`config.mk`:
```
export PLATFORM = sky130hd
export DESIGN_NAME = dp32_core
export DESIGN_NICKNAME = d
export VERILOG_FILES = /design/src/rtl/dp32_pkg.sv /design/src/rtl/dp32_rsync.sv /design/src/rtl/dp32_bsel.sv /design/src/rtl/dp32_alu.sv /design/src/rtl/dp32_regs.sv /design/src/rtl/dp32_memif.sv /design/src/rtl/dp32_core.sv
export SDC_FILE = /design/constraint.sdc
export NUM_CORES = 1
export LEC_CHECK = 0
export BUFFER_PORTS_ARGS = -buffer_cell sky130_fd_sc_hd__buf_4
export CAP_MARGIN = 20
export CORE_UTILIZATION = 39
export DETAILED_ROUTE_END_ITERATION = 10
export PLACE_DENSITY_LB_ADDON = 0.12
export SETUP_SLACK_MARGIN = 0.02
export SLEW_MARGIN = 20
export SYNTH_ARGS = -nofsm -noshare
export SYNTH_HDL_FRONTEND = slang
export SYNTH_SLANG_ARGS = --single-unit
```
`constraint.sdc`:
```
create_clock -name clk -period 29 [get_ports clk]
set_input_delay 8.7 -clock clk [delete_from_list [all_inputs] [get_ports clk]]
set_output_delay 8.7 -clock clk [all_outputs]
set_load 0.01 [all_outputs]
```
`src/rtl/dp32_pkg.sv`:
```
package dp32_pkg;
  localparam int BSEL_W = 4;
  localparam int NSRC   = 9;
  localparam int NDST   = 9;

  typedef enum logic [BSEL_W-1:0] {
    BS_MDR  = 4'd0,
    BS_PC   = 4'd1,
    BS_MBRS = 4'd2,
    BS_MBRU = 4'd3,
    BS_SP   = 4'd4,
    BS_LV   = 4'd5,
    BS_CPP  = 4'd6,
    BS_TOS  = 4'd7,
    BS_OPC  = 4'd8
  } bsrc_e;

  localparam int CI_MAR = 0;
  localparam int CI_MDR = 1;
  localparam int CI_PC  = 2;
  localparam int CI_SP  = 3;
  localparam int CI_LV  = 4;
  localparam int CI_CPP = 5;
  localparam int CI_TOS = 6;
  localparam int CI_OPC = 7;
  localparam int CI_H   = 8;

  typedef enum logic [1:0] {FN_AND, FN_OR, FN_NOTB, FN_ADD} afn_e;

  typedef struct packed {
    afn_e fsel;
    logic ena;
    logic enb;
    logic inva;
    logic inc;
  } alu_ctl_t;

  localparam int ALU_W = $bits(alu_ctl_t);
endpackage

```
`src/rtl/dp32_rsync.sv`:
```
module dp32_rsync #(
  parameter int STAGES = 2
) (
  input  logic clk,
  input  logic arst_n,
  output logic srst_n
);
  logic [STAGES-1:0] sync_q;
  logic [STAGES-1:0] sync_d;

  always_comb sync_d = {sync_q[STAGES-2:0], 1'b1};

  always_ff @(posedge clk or negedge arst_n) begin
    if (!arst_n) sync_q <= '0;
    else         sync_q <= sync_d;
  end

  assign srst_n = sync_q[STAGES-1];
endmodule

```
`src/rtl/dp32_bsel.sv`:
```
module dp32_bsel
  import dp32_pkg::*;
#(
  parameter int DW = 32,
  parameter int BW = 8
) (
  input  logic [BSEL_W-1:0] sel,
  input  logic [DW-1:0]     mdr,
  input  logic [DW-1:0]     pc,
  input  logic [BW-1:0]     mbr,
  input  logic [DW-1:0]     sp,
  input  logic [DW-1:0]     lv,
  input  logic [DW-1:0]     cpp,
  input  logic [DW-1:0]     tos,
  input  logic [DW-1:0]     opc,
  output logic [DW-1:0]     bbus
);
  localparam int XW = DW - BW;

  logic [DW-1:0] src    [NSRC];
  logic [DW-1:0] masked [NSRC];

  assign src[int'(BS_MDR)]  = mdr;
  assign src[int'(BS_PC)]   = pc;
  assign src[int'(BS_MBRS)] = {{XW{mbr[BW-1]}}, mbr};
  assign src[int'(BS_MBRU)] = {{XW{1'b0}}, mbr};
  assign src[int'(BS_SP)]   = sp;
  assign src[int'(BS_LV)]   = lv;
  assign src[int'(BS_CPP)]  = cpp;
  assign src[int'(BS_TOS)]  = tos;
  assign src[int'(BS_OPC)]  = opc;

  for (genvar gi = 0; gi < NSRC; gi++) begin : g_dec
    assign masked[gi] = (sel == BSEL_W'(gi)) ? src[gi] : '0;
  end

  always_comb begin
    bbus = '0;
    for (int i = 0; i < NSRC; i++) bbus = bbus | masked[i];
  end
endmodule

```
`src/rtl/dp32_alu.sv`:
```
module dp32_alu
  import dp32_pkg::*;
#(
  parameter int DW  = 32,
  parameter int SHL = 8
) (
  input  logic [DW-1:0] a,
  input  logic [DW-1:0] b,
  input  alu_ctl_t      ctl,
  input  logic [1:0]    sh,
  output logic [DW-1:0] y,
  output logic [DW-1:0] shout,
  output logic          neg,
  output logic          zero
);
  logic [DW-1:0] a_g;
  logic [DW-1:0] b_g;
  logic [DW-1:0] a_i;

  always_comb begin
    a_g = ctl.ena ? a : '0;
    b_g = ctl.enb ? b : '0;
    a_i = ctl.inva ? ~a_g : a_g;
    unique case (ctl.fsel)
      FN_AND:  y = a_i & b_g;
      FN_OR:   y = a_i | b_g;
      FN_NOTB: y = ~b_g;
      default: y = a_i + b_g + DW'(ctl.inc);
    endcase
  end

  always_comb begin
    if (sh[1])      shout = y << SHL;
    else if (sh[0]) shout = {y[DW-1], y[DW-1:1]};
    else            shout = y;
  end

  assign neg  = y[DW-1];
  assign zero = (y == '0);
endmodule

```
`src/rtl/dp32_regs.sv`:
```
module dp32_regs
  import dp32_pkg::*;
#(
  parameter int DW = 32,
  parameter int BW = 8
) (
  input  logic                     clk,
  input  logic                     rst_n,
  input  logic [DW-1:0]            c_bus,
  input  logic [NDST-1:0]          c_en,
  input  logic                     mdr_load,
  input  logic [DW-1:0]            mdr_in,
  input  logic                     mbr_load,
  input  logic [BW-1:0]            mbr_in,
  input  logic                     n_in,
  input  logic                     z_in,
  output logic [NDST-1:0][DW-1:0]  q,
  output logic [BW-1:0]            mbr_q,
  output logic                     flag_n,
  output logic                     flag_z
);
  logic [NDST-1:0][DW-1:0] d;
  logic [NDST-1:0]         ce;
  logic [BW-1:0]           mbr_d;
  logic                    mbr_ce;

  always_comb begin
    for (int i = 0; i < NDST; i++) begin
      d[i]  = c_bus;
      ce[i] = c_en[i];
    end
    if (mdr_load) begin
      d[CI_MDR]  = mdr_in;
      ce[CI_MDR] = 1'b1;
    end
    mbr_d  = mbr_in;
    mbr_ce = mbr_load;
  end

  always_ff @(posedge clk or negedge rst_n) begin
    if (!rst_n) begin
      q      <= '0;
      mbr_q  <= '0;
      flag_n <= 1'b0;
      flag_z <= 1'b0;
    end else begin
      for (int i = 0; i < NDST; i++) begin
        if (ce[i]) q[i] <= d[i];
      end
      if (mbr_ce) mbr_q <= mbr_d;
      flag_n <= n_in;
      flag_z <= z_in;
    end
  end
endmodule

```
`src/rtl/dp32_memif.sv`:
```
module dp32_memif (
  input  logic clk,
  input  logic rst_n,
  input  logic rd_req,
  input  logic wr_req,
  input  logic fetch_req,
  output logic rd_pend,
  output logic wr_pend,
  output logic fe_pend
);
  logic [2:0] pend_q;
  logic [2:0] pend_d;

  always_comb pend_d = {fetch_req, wr_req, rd_req};

  always_ff @(posedge clk or negedge rst_n) begin
    if (!rst_n) pend_q <= '0;
    else        pend_q <= pend_d;
  end

  assign rd_pend = pend_q[0];
  assign wr_pend = pend_q[1];
  assign fe_pend = pend_q[2];
endmodule

```
`src/rtl/dp32_core.sv`:
```
module dp32_core
  import dp32_pkg::*;
#(
  parameter int DW  = 32,
  parameter int BW  = 8,
  parameter int SHL = 8
) (
  input  logic                 clk,
  input  logic                 rst_n,
  input  logic [BSEL_W-1:0]    b_sel,
  input  logic [ALU_W-1:0]     alu_fn,
  input  logic [1:0]           sh_fn,
  input  logic [NDST-1:0]      c_en,
  input  logic                 rd_req,
  input  logic                 wr_req,
  input  logic                 fetch_req,
  output logic [DW-1:0]        mem_addr,
  output logic [DW-1:0]        mem_wdata,
  output logic                 mem_rd,
  output logic                 mem_wr,
  input  logic [DW-1:0]        mem_rdata,
  output logic [DW-1:0]        fetch_addr,
  output logic                 fetch_rd,
  input  logic [BW-1:0]        fetch_byte,
  output logic [DW-1:0]        c_bus,
  output logic                 flag_n,
  output logic                 flag_z
);
  logic                    srst_n;
  logic [NDST-1:0][DW-1:0] rq;
  logic [BW-1:0]           mbr_q;
  logic [DW-1:0]           b_bus;
  logic [DW-1:0]           alu_y;
  logic                    alu_n;
  logic                    alu_z;
  logic                    rd_pend;
  logic                    wr_pend;
  logic                    fe_pend;
  alu_ctl_t                actl;

  assign actl = alu_ctl_t'(alu_fn);

  dp32_rsync #(.STAGES(2)) u_rsync (
    .clk    (clk),
    .arst_n (rst_n),
    .srst_n (srst_n)
  );

  dp32_bsel #(.DW(DW), .BW(BW)) u_bsel (
    .sel  (b_sel),
    .mdr  (rq[CI_MDR]),
    .pc   (rq[CI_PC]),
    .mbr  (mbr_q),
    .sp   (rq[CI_SP]),
    .lv   (rq[CI_LV]),
    .cpp  (rq[CI_CPP]),
    .tos  (rq[CI_TOS]),
    .opc  (rq[CI_OPC]),
    .bbus (b_bus)
  );

  dp32_alu #(.DW(DW), .SHL(SHL)) u_alu (
    .a     (rq[CI_H]),
    .b     (b_bus),
    .ctl   (actl),
    .sh    (sh_fn),
    .y     (alu_y),
    .shout (c_bus),
    .neg   (alu_n),
    .zero  (alu_z)
  );

  dp32_memif u_memif (
    .clk       (clk),
    .rst_n     (srst_n),
    .rd_req    (rd_req),
    .wr_req    (wr_req),
    .fetch_req (fetch_req),
    .rd_pend   (rd_pend),
    .wr_pend   (wr_pend),
    .fe_pend   (fe_pend)
  );

  dp32_regs #(.DW(DW), .BW(BW)) u_regs (
    .clk      (clk),
    .rst_n    (srst_n),
    .c_bus    (c_bus),
    .c_en     (c_en),
    .mdr_load (rd_pend),
    .mdr_in   (mem_rdata),
    .mbr_load (fe_pend),
    .mbr_in   (fetch_byte),
    .n_in     (alu_n),
    .z_in     (alu_z),
    .q        (rq),
    .mbr_q    (mbr_q),
    .flag_n   (flag_n),
    .flag_z   (flag_z)
  );

  assign mem_addr   = rq[CI_MAR];
  assign mem_wdata  = rq[CI_MDR];
  assign fetch_addr = rq[CI_PC];
  assign mem_rd     = rd_pend;
  assign mem_wr     = wr_pend;
  assign fetch_rd   = fe_pend;
endmodule

```
## After elaboration in Yosys (flattened, before gate mapping)

Index checks and enable logic that the tools add are counted.

- Reductions and logical operators: 3
- Shift-type cells: 0
- Multipliers: 0
- $lt $le $gt $ge: 0
- Equal/unequal tests: 10
- Multiplexer cells: 17
- Add/subtract/negate cells: 2
- Divide/modulo/power cells: 0
- Bitwise gates (word level): 12

Operators with widths:

| kind | number |
|---|---|
| $mux 32 | 13 |
| $or 32x32->32 | 9 |
| $pmux 32 s3 | 1 |
| $not 32->32 | 2 |
| $add 32x1->32 | 1 |
| $add 32x32->32 | 1 |
| $and 32x32->32 | 1 |
| $logic_not 32->1 | 1 |
| $mux 31 | 1 |
| $eq 4x3->1 const B | 4 |
| $eq 4x2->1 const B | 2 |
| $mux 8 | 1 |
| $eq 4x1->1 const B | 1 |
| $eq 4x4->1 const B | 1 |
| $logic_not 4->1 | 1 |
| $eq 2x1->1 const B | 1 |
| $eq 2x2->1 const B | 1 |
| $logic_not 2->1 | 1 |
| $mux 1 | 1 |

- Bits in read-only memories: 0
- Bits in writable memories: 0
- Input port bits: 66
- Latch bits: 0
- Memories: 0
- Flip-flop bits (word level): 303

## Logic depth before layout (Yosys ltp)

- Depth after elaboration: 17
- Depth in mapped cells: 24
- Mapped depth without buffers: 18

## Modules after synthesis

Synthesis repeated with hierarchy kept, for this count alone.

- Cell total of the unflattened synthesis: 1827
- Area, all modules: 18964.4 um2

By module, submodules not included:

| module | sequential area each (um2) | times used | cells each | area each (um2) |
|---|---|---|---|---|
| dp32_regs | 7457.2 | 1 | 702 | 11586.1 |
| dp32_alu | 0.0 | 1 | 724 | 4654.5 |
| dp32_bsel | 0.0 | 1 | 395 | 2595.0 |
| dp32_memif | 75.1 | 1 | 3 | 75.1 |
| dp32_rsync | 50.0 | 1 | 3 | 53.8 |

## Worst setup path before layout

No wires, ideal clock.

- Path type: input-to-output
- Start: in b_sel[2]
- End: out c_bus[16]
- Stages: 23
- Path slack: 7.617 ns
- Required time: 20.300 ns
- Arrival time: 12.683 ns
- Path through: buf_6 buf_4 buf_6 nor4b_4 nand2_1 o2111a_1 nand2b_1 inv_1 fa_1 inv_1 fa_1 nor2b_1 o2111ai_1 a21oi_1 o21ai_0 o21ai_0 xnor2_1 o21ai_0 nor2_1 o31a_1 buf_2 inv_1 buf_4

RTL lines:

| what | line | text |
|---|---|---|
| start: declaration | dp32_core.sv:10 | `input logic [BSEL_W-1:0] b_sel,` |
| end: declaration | dp32_core.sv:25 | `output logic [DW-1:0] c_bus,` |

## Worst setup path in the final report

- Start: in b_sel[0]
- End: out c_bus[26]

- Cells in the longest elaborated chain, start to end: 16
- Elaborated cells between the ends (all ways): 35
- Those cells by class: 2 x add/sub; 8 x eq/ne; 13 x mux; 11 x bitwise; 1 x reduce/logical

Ends and longest elaborated chain:

| what | line | text |
|---|---|---|
| $eq 4x1->1 / $logic_not 4->1 (equally long branches) | dp32_bsel.sv:34 | `assign masked[gi] = (sel == BSEL_W'(gi)) ? src[gi] : '0;` |
| $mux 32 | dp32_bsel.sv:34 |  |
| $or 32x32->32 (7 in a row) | dp32_bsel.sv:39 | `for (int i = 0; i < NSRC; i++) bbus = bbus \| masked[i];` |
| $or 32x32->32 (*) | dp32_bsel.sv:39 |  |
| $mux 32 (*) | dp32_alu.sv:22 | `b_g = ctl.enb ? b : '0;` |
| $add 32x32->32 | dp32_alu.sv:28 | `default: y = a_i + b_g + DW'(ctl.inc);` |
| $add 32x1->32 | dp32_alu.sv:28 |  |
| $pmux 32 s3 (*) | dp32_alu.sv:24 | `unique case (ctl.fsel)` |
| $mux 31 | dp32_alu.sv:34 | `else if (sh[0]) shout = {y[DW-1], y[DW-1:1]};` |
| $mux 32 (*) | dp32_alu.sv:33 | `if (sh[1]) shout = y << SHL;` |

Mark *: on every way between the ends. The rest lies on a longest branch, timed or not.

==> impl_metrics.toml <==
[run_status]
run_status = "finished, final reports clean"

[power]
swShare_pct = 33.79
leakage_nw = 9.480
p_seq_share_pct = 37.6
power_density_mw_per_mm2 = 68.58
p_int_w = 0.0009680
p_switching_w = 0.0004940
worst_ir_drop_vdd_mv = 0.04418
power.share.clock_pct = 33.4
p_comb_share_pct = 29.0

[global_route]
grt_pass1_wl_mm = 99.75
grt_max_degree = 81
antenna_found_initial = 0
first_global_vias = 14910
track_usage_pct = 26.43
grt_overflow_total = 0

[logic_synthesis]
synthFlopType = "dfrtp_1"
yosys-top-cells-area = "dfrtp_1 40%, mux2_2 10%, a21oi_1 5.4%"
yosysTopAreaCell = "dfrtp_1"
synth_top_area_share_pct = 39.51
synth.distinct_cells = 100
syn_inst = 2031
synth_seq_cells = 303
async_flop_share_pct = 100.0
syn-mean-instance-area_um2 = 9.450
synth_nets = 2163
synthesis.area_mm2 = 0.01919
ys_warn_count = 0
synth_edf_count = 0
ys_seq_area_share_pct = 39.51

[detailed_routing]
post_drt_via_cell_ratio = 5.663
drtAntennaViolNets = 0
wl_mm = 66.22
route.vias.total = 15310
drtIter0Drc = 1207
wire_per_inst_um = 24.49
first_pass_iters = 7
drcViolationCount = 0

[finish]
drive_gt1_share_pct = 24.90
stdcell_area_mm2 = 0.02132
fin_nets = 2153
n_fill_cell = 4709
diodes = 0
area_growth_pct = 11.07

[floorplan]
die_y_um = 223.8
io-pin-count = 199
coreArea_mm2 = 0.04815
start_util_pct = 39.86
dieArea_mm2 = 0.05010
fp.dieW_um = 223.8
std_cell_rows = 80

[worst_setup_path]
cp_data_required_time_ps = 20300
crit_family = "compound AO/OA/AOI/OAI gates"
cp-start-kind = "input port"
reg2reg_slack_ps = 23670
cp.buffers_inverters = 3
cp.arrival_ps = 14620
worstSetupEndpointType = "output port"
reg2reg_from = "u_regs.mbr_q[7]"
slowest_delay_ps = 790
cp_cell_sequence = "buf_4 > and3b_1 > a22oi_1 > o21ai_0 > nand2_1 > fa_1 > nor2b_1 > o2111ai_1 > a21oi_1 > nor2_1 > o311ai_1 > xnor2_1 > o21ai_1 > mux2i_1 > o21a_1 > inv_1 > buf_4"
r2r.worst_path.cells = 15
path_class = "in -> out"
worst_path_max_delay_cell = "and3b_1"
crit_top_cell = "buf_4"
r2r_end = "u_regs.q[56]"
crit_fanout = 43

[cts]
clkTransAtPathRegs_ps = 50
cts.sinks = 303
hold_buffers = 0
clockRootBuffer = "clkbuf_16"
clock_path_buffers = 3
clock_latency_ps = 550
cts_setup_buffers = 0
cts_tree = "built"
numCtsBuffers = 37
cts_resized = 0
htreeDepth = 2

[place]
port_buffers = 198
globalplace.congestion = 0.9280
placed_area_mm2 = 0.02005
dpl.hpwl_mm = 46.77

[sta]
rsz0062_at_grt = "false"
drv_slew = 0
fin_skew_ps = 21.35
period_share_pct = 80.40
setup_viol = 0
tns_ps = 0
hold_viol_final = 0
tightest_slew_ps = 1144
relSlewSlack_pct = 23.47
fmax_ghz = 0.04289
post-route-min-period_ps = 23320

[min_path]
hold_depth = 0
min_to = "u_rsync.sync_q[1]"
hold_start = "u_rsync.sync_q[0]"
min-delay-path-class = "reg -> reg"

[flow_run]
drv_cap = 0
-- cell families (layout without fill, tap and decap cells) --
family	Yosys count	count (layout)	share of synthesized area, %
buffers and inverters	369	386	10.46
flip-flops	303	303	39.51
AND/OR/NAND/NOR	505	505	12.24
adder cells (fa/ha/maj)	66	66	4.381
AO/OA/AOI/OAI	494	494	16.80
XOR/XNOR	50	50	2.282
other	1	1	0.01954
multiplexers	243	243	14.31
-- routing by layer --
| layer | routed length (um) | GRT usage [%] | vias up |
|---|---|---|---|
| li1 | - | - | 6968 |
| met1 | 31280 | 39.26 | 7751 |
| met2 | 29580 | 40.66 | 513 |
| met3 | 4042 | 3.686 | 80 |
| met4 | 1316 | 5.656 | 0 |
| met5 | 0 | 0 | - |
-- placed cells by master (no fill, tap or decap), types with 6 or more instances in the layout --
master,synthesis,final
nor2b_1,10,10
and3_1,6,6
nand2_1,155,155
or3_1,8,8
xnor2_1,44,44
o221ai_1,6,6
a32oi_1,7,7
ha_1,64,64
clkbuf_1,87,8
nand3b_1,6,6
dfrtp_1,303,301
nand4_1,11,11
a31oi_1,14,14
and2_1,9,9
a22oi_1,25,25
nand3_1,22,22
a221o_1,13,13
buf_4,136,223
o21ai_1,7,7
clkbuf_8,0,9
o21a_1,11,11
xor2_1,6,6
o22ai_1,17,17
clkbuf_16,0,39
nor3b_1,15,15
a211oi_1,15,15
nor3_1,15,15
o21ai_0,69,69
nand2b_1,15,15
nor2_1,199,199
a21o_1,15,15
a21oi_1,207,207
o211ai_1,11,11
mux2_2,174,174
mux2i_1,60,60
inv_1,94,94
-- sequential cells by signal (all words and copies together), names as in the netlist --
name,cells
u_regs.q,288
u_regs.mbr_q,8
u_memif.pend_q,3
u_rsync.sync_q,2
u_regs.flag_n,1
u_regs.flag_z,1
-- synthesized netlist by cell type (all sizes together), types with 17 or more instances --
| cell type | count |
|---|---|
| a21oi | 212 |
| a22oi | 29 |
| buf | 183 |
| clkbuf | 89 |
| dfrtp | 303 |
| ha | 64 |
| inv | 97 |
| mux2 | 175 |
| mux2i | 62 |
| nand2 | 155 |
| nand3 | 22 |
| nor2 | 203 |
| o21ai | 79 |
| o22ai | 17 |
| xnor2 | 44 |
-- metrics by stage --
step | setup slack (ps) | hold WS (ps) | util, % | cells | total power, W
floorplan | 7617 | 331.2 | - | 2031 | 0.0008441
global placement | 5806 | 343.6 | 41.64 | 2638 | 0.0009731
detailed placement | 5874 | 345.6 | 41.64 | 2638 | 0.0009779
CTS | 5818 | 369.2 | 44.27 | 2704 | 0.001470
global route | 5379 | 371.9 | 44.27 | 2704 | 0.001531
finish | 5685 | 365.3 | 44.27 | 2704 | 0.001462
-- worst max-delay path by stage --
stage               startpoint  slack (ps)  cells past startpoint         to
finish                b_sel[0]        5680                     17  c_bus[26]
global route          b_sel[0]        5380                     20  c_bus[26]
CTS                   b_sel[0]        5820                     20  c_bus[26]
detailed placement    b_sel[0]        5870                     20  c_bus[26]
global placement      b_sel[0]        5810                     20  c_bus[26]
floorplan             b_sel[2]        7620                     23  c_bus[16]
-- area by class of cell --
class	count	area, um2	area share (%)
Multi-Input combinational cell	1359	9603	45.05
Sequential cell	303	7587	35.59
Timing Repair Buffer	223	1674	7.854
Clock buffer	56	1130	5.300
Tap cell	656	820.8	3.850
Inverter	97	364.1	1.708
Clock inverter	10	137.6	0.6457
-- power groups by stage --
stage	logic (W)	clock network, W	registers, W
final	0.000425	0.000488	0.000549
after global routing	0.000460	0.000513	0.000558
after CTS	0.000424	0.000497	0.000549
after detailed placement	0.000422	0	0.000556
after global placement	0.000419	0	0.000555
after floorplan	0.000305	0	0.000539
Note: power is estimated with default switching activity, not from simulation.
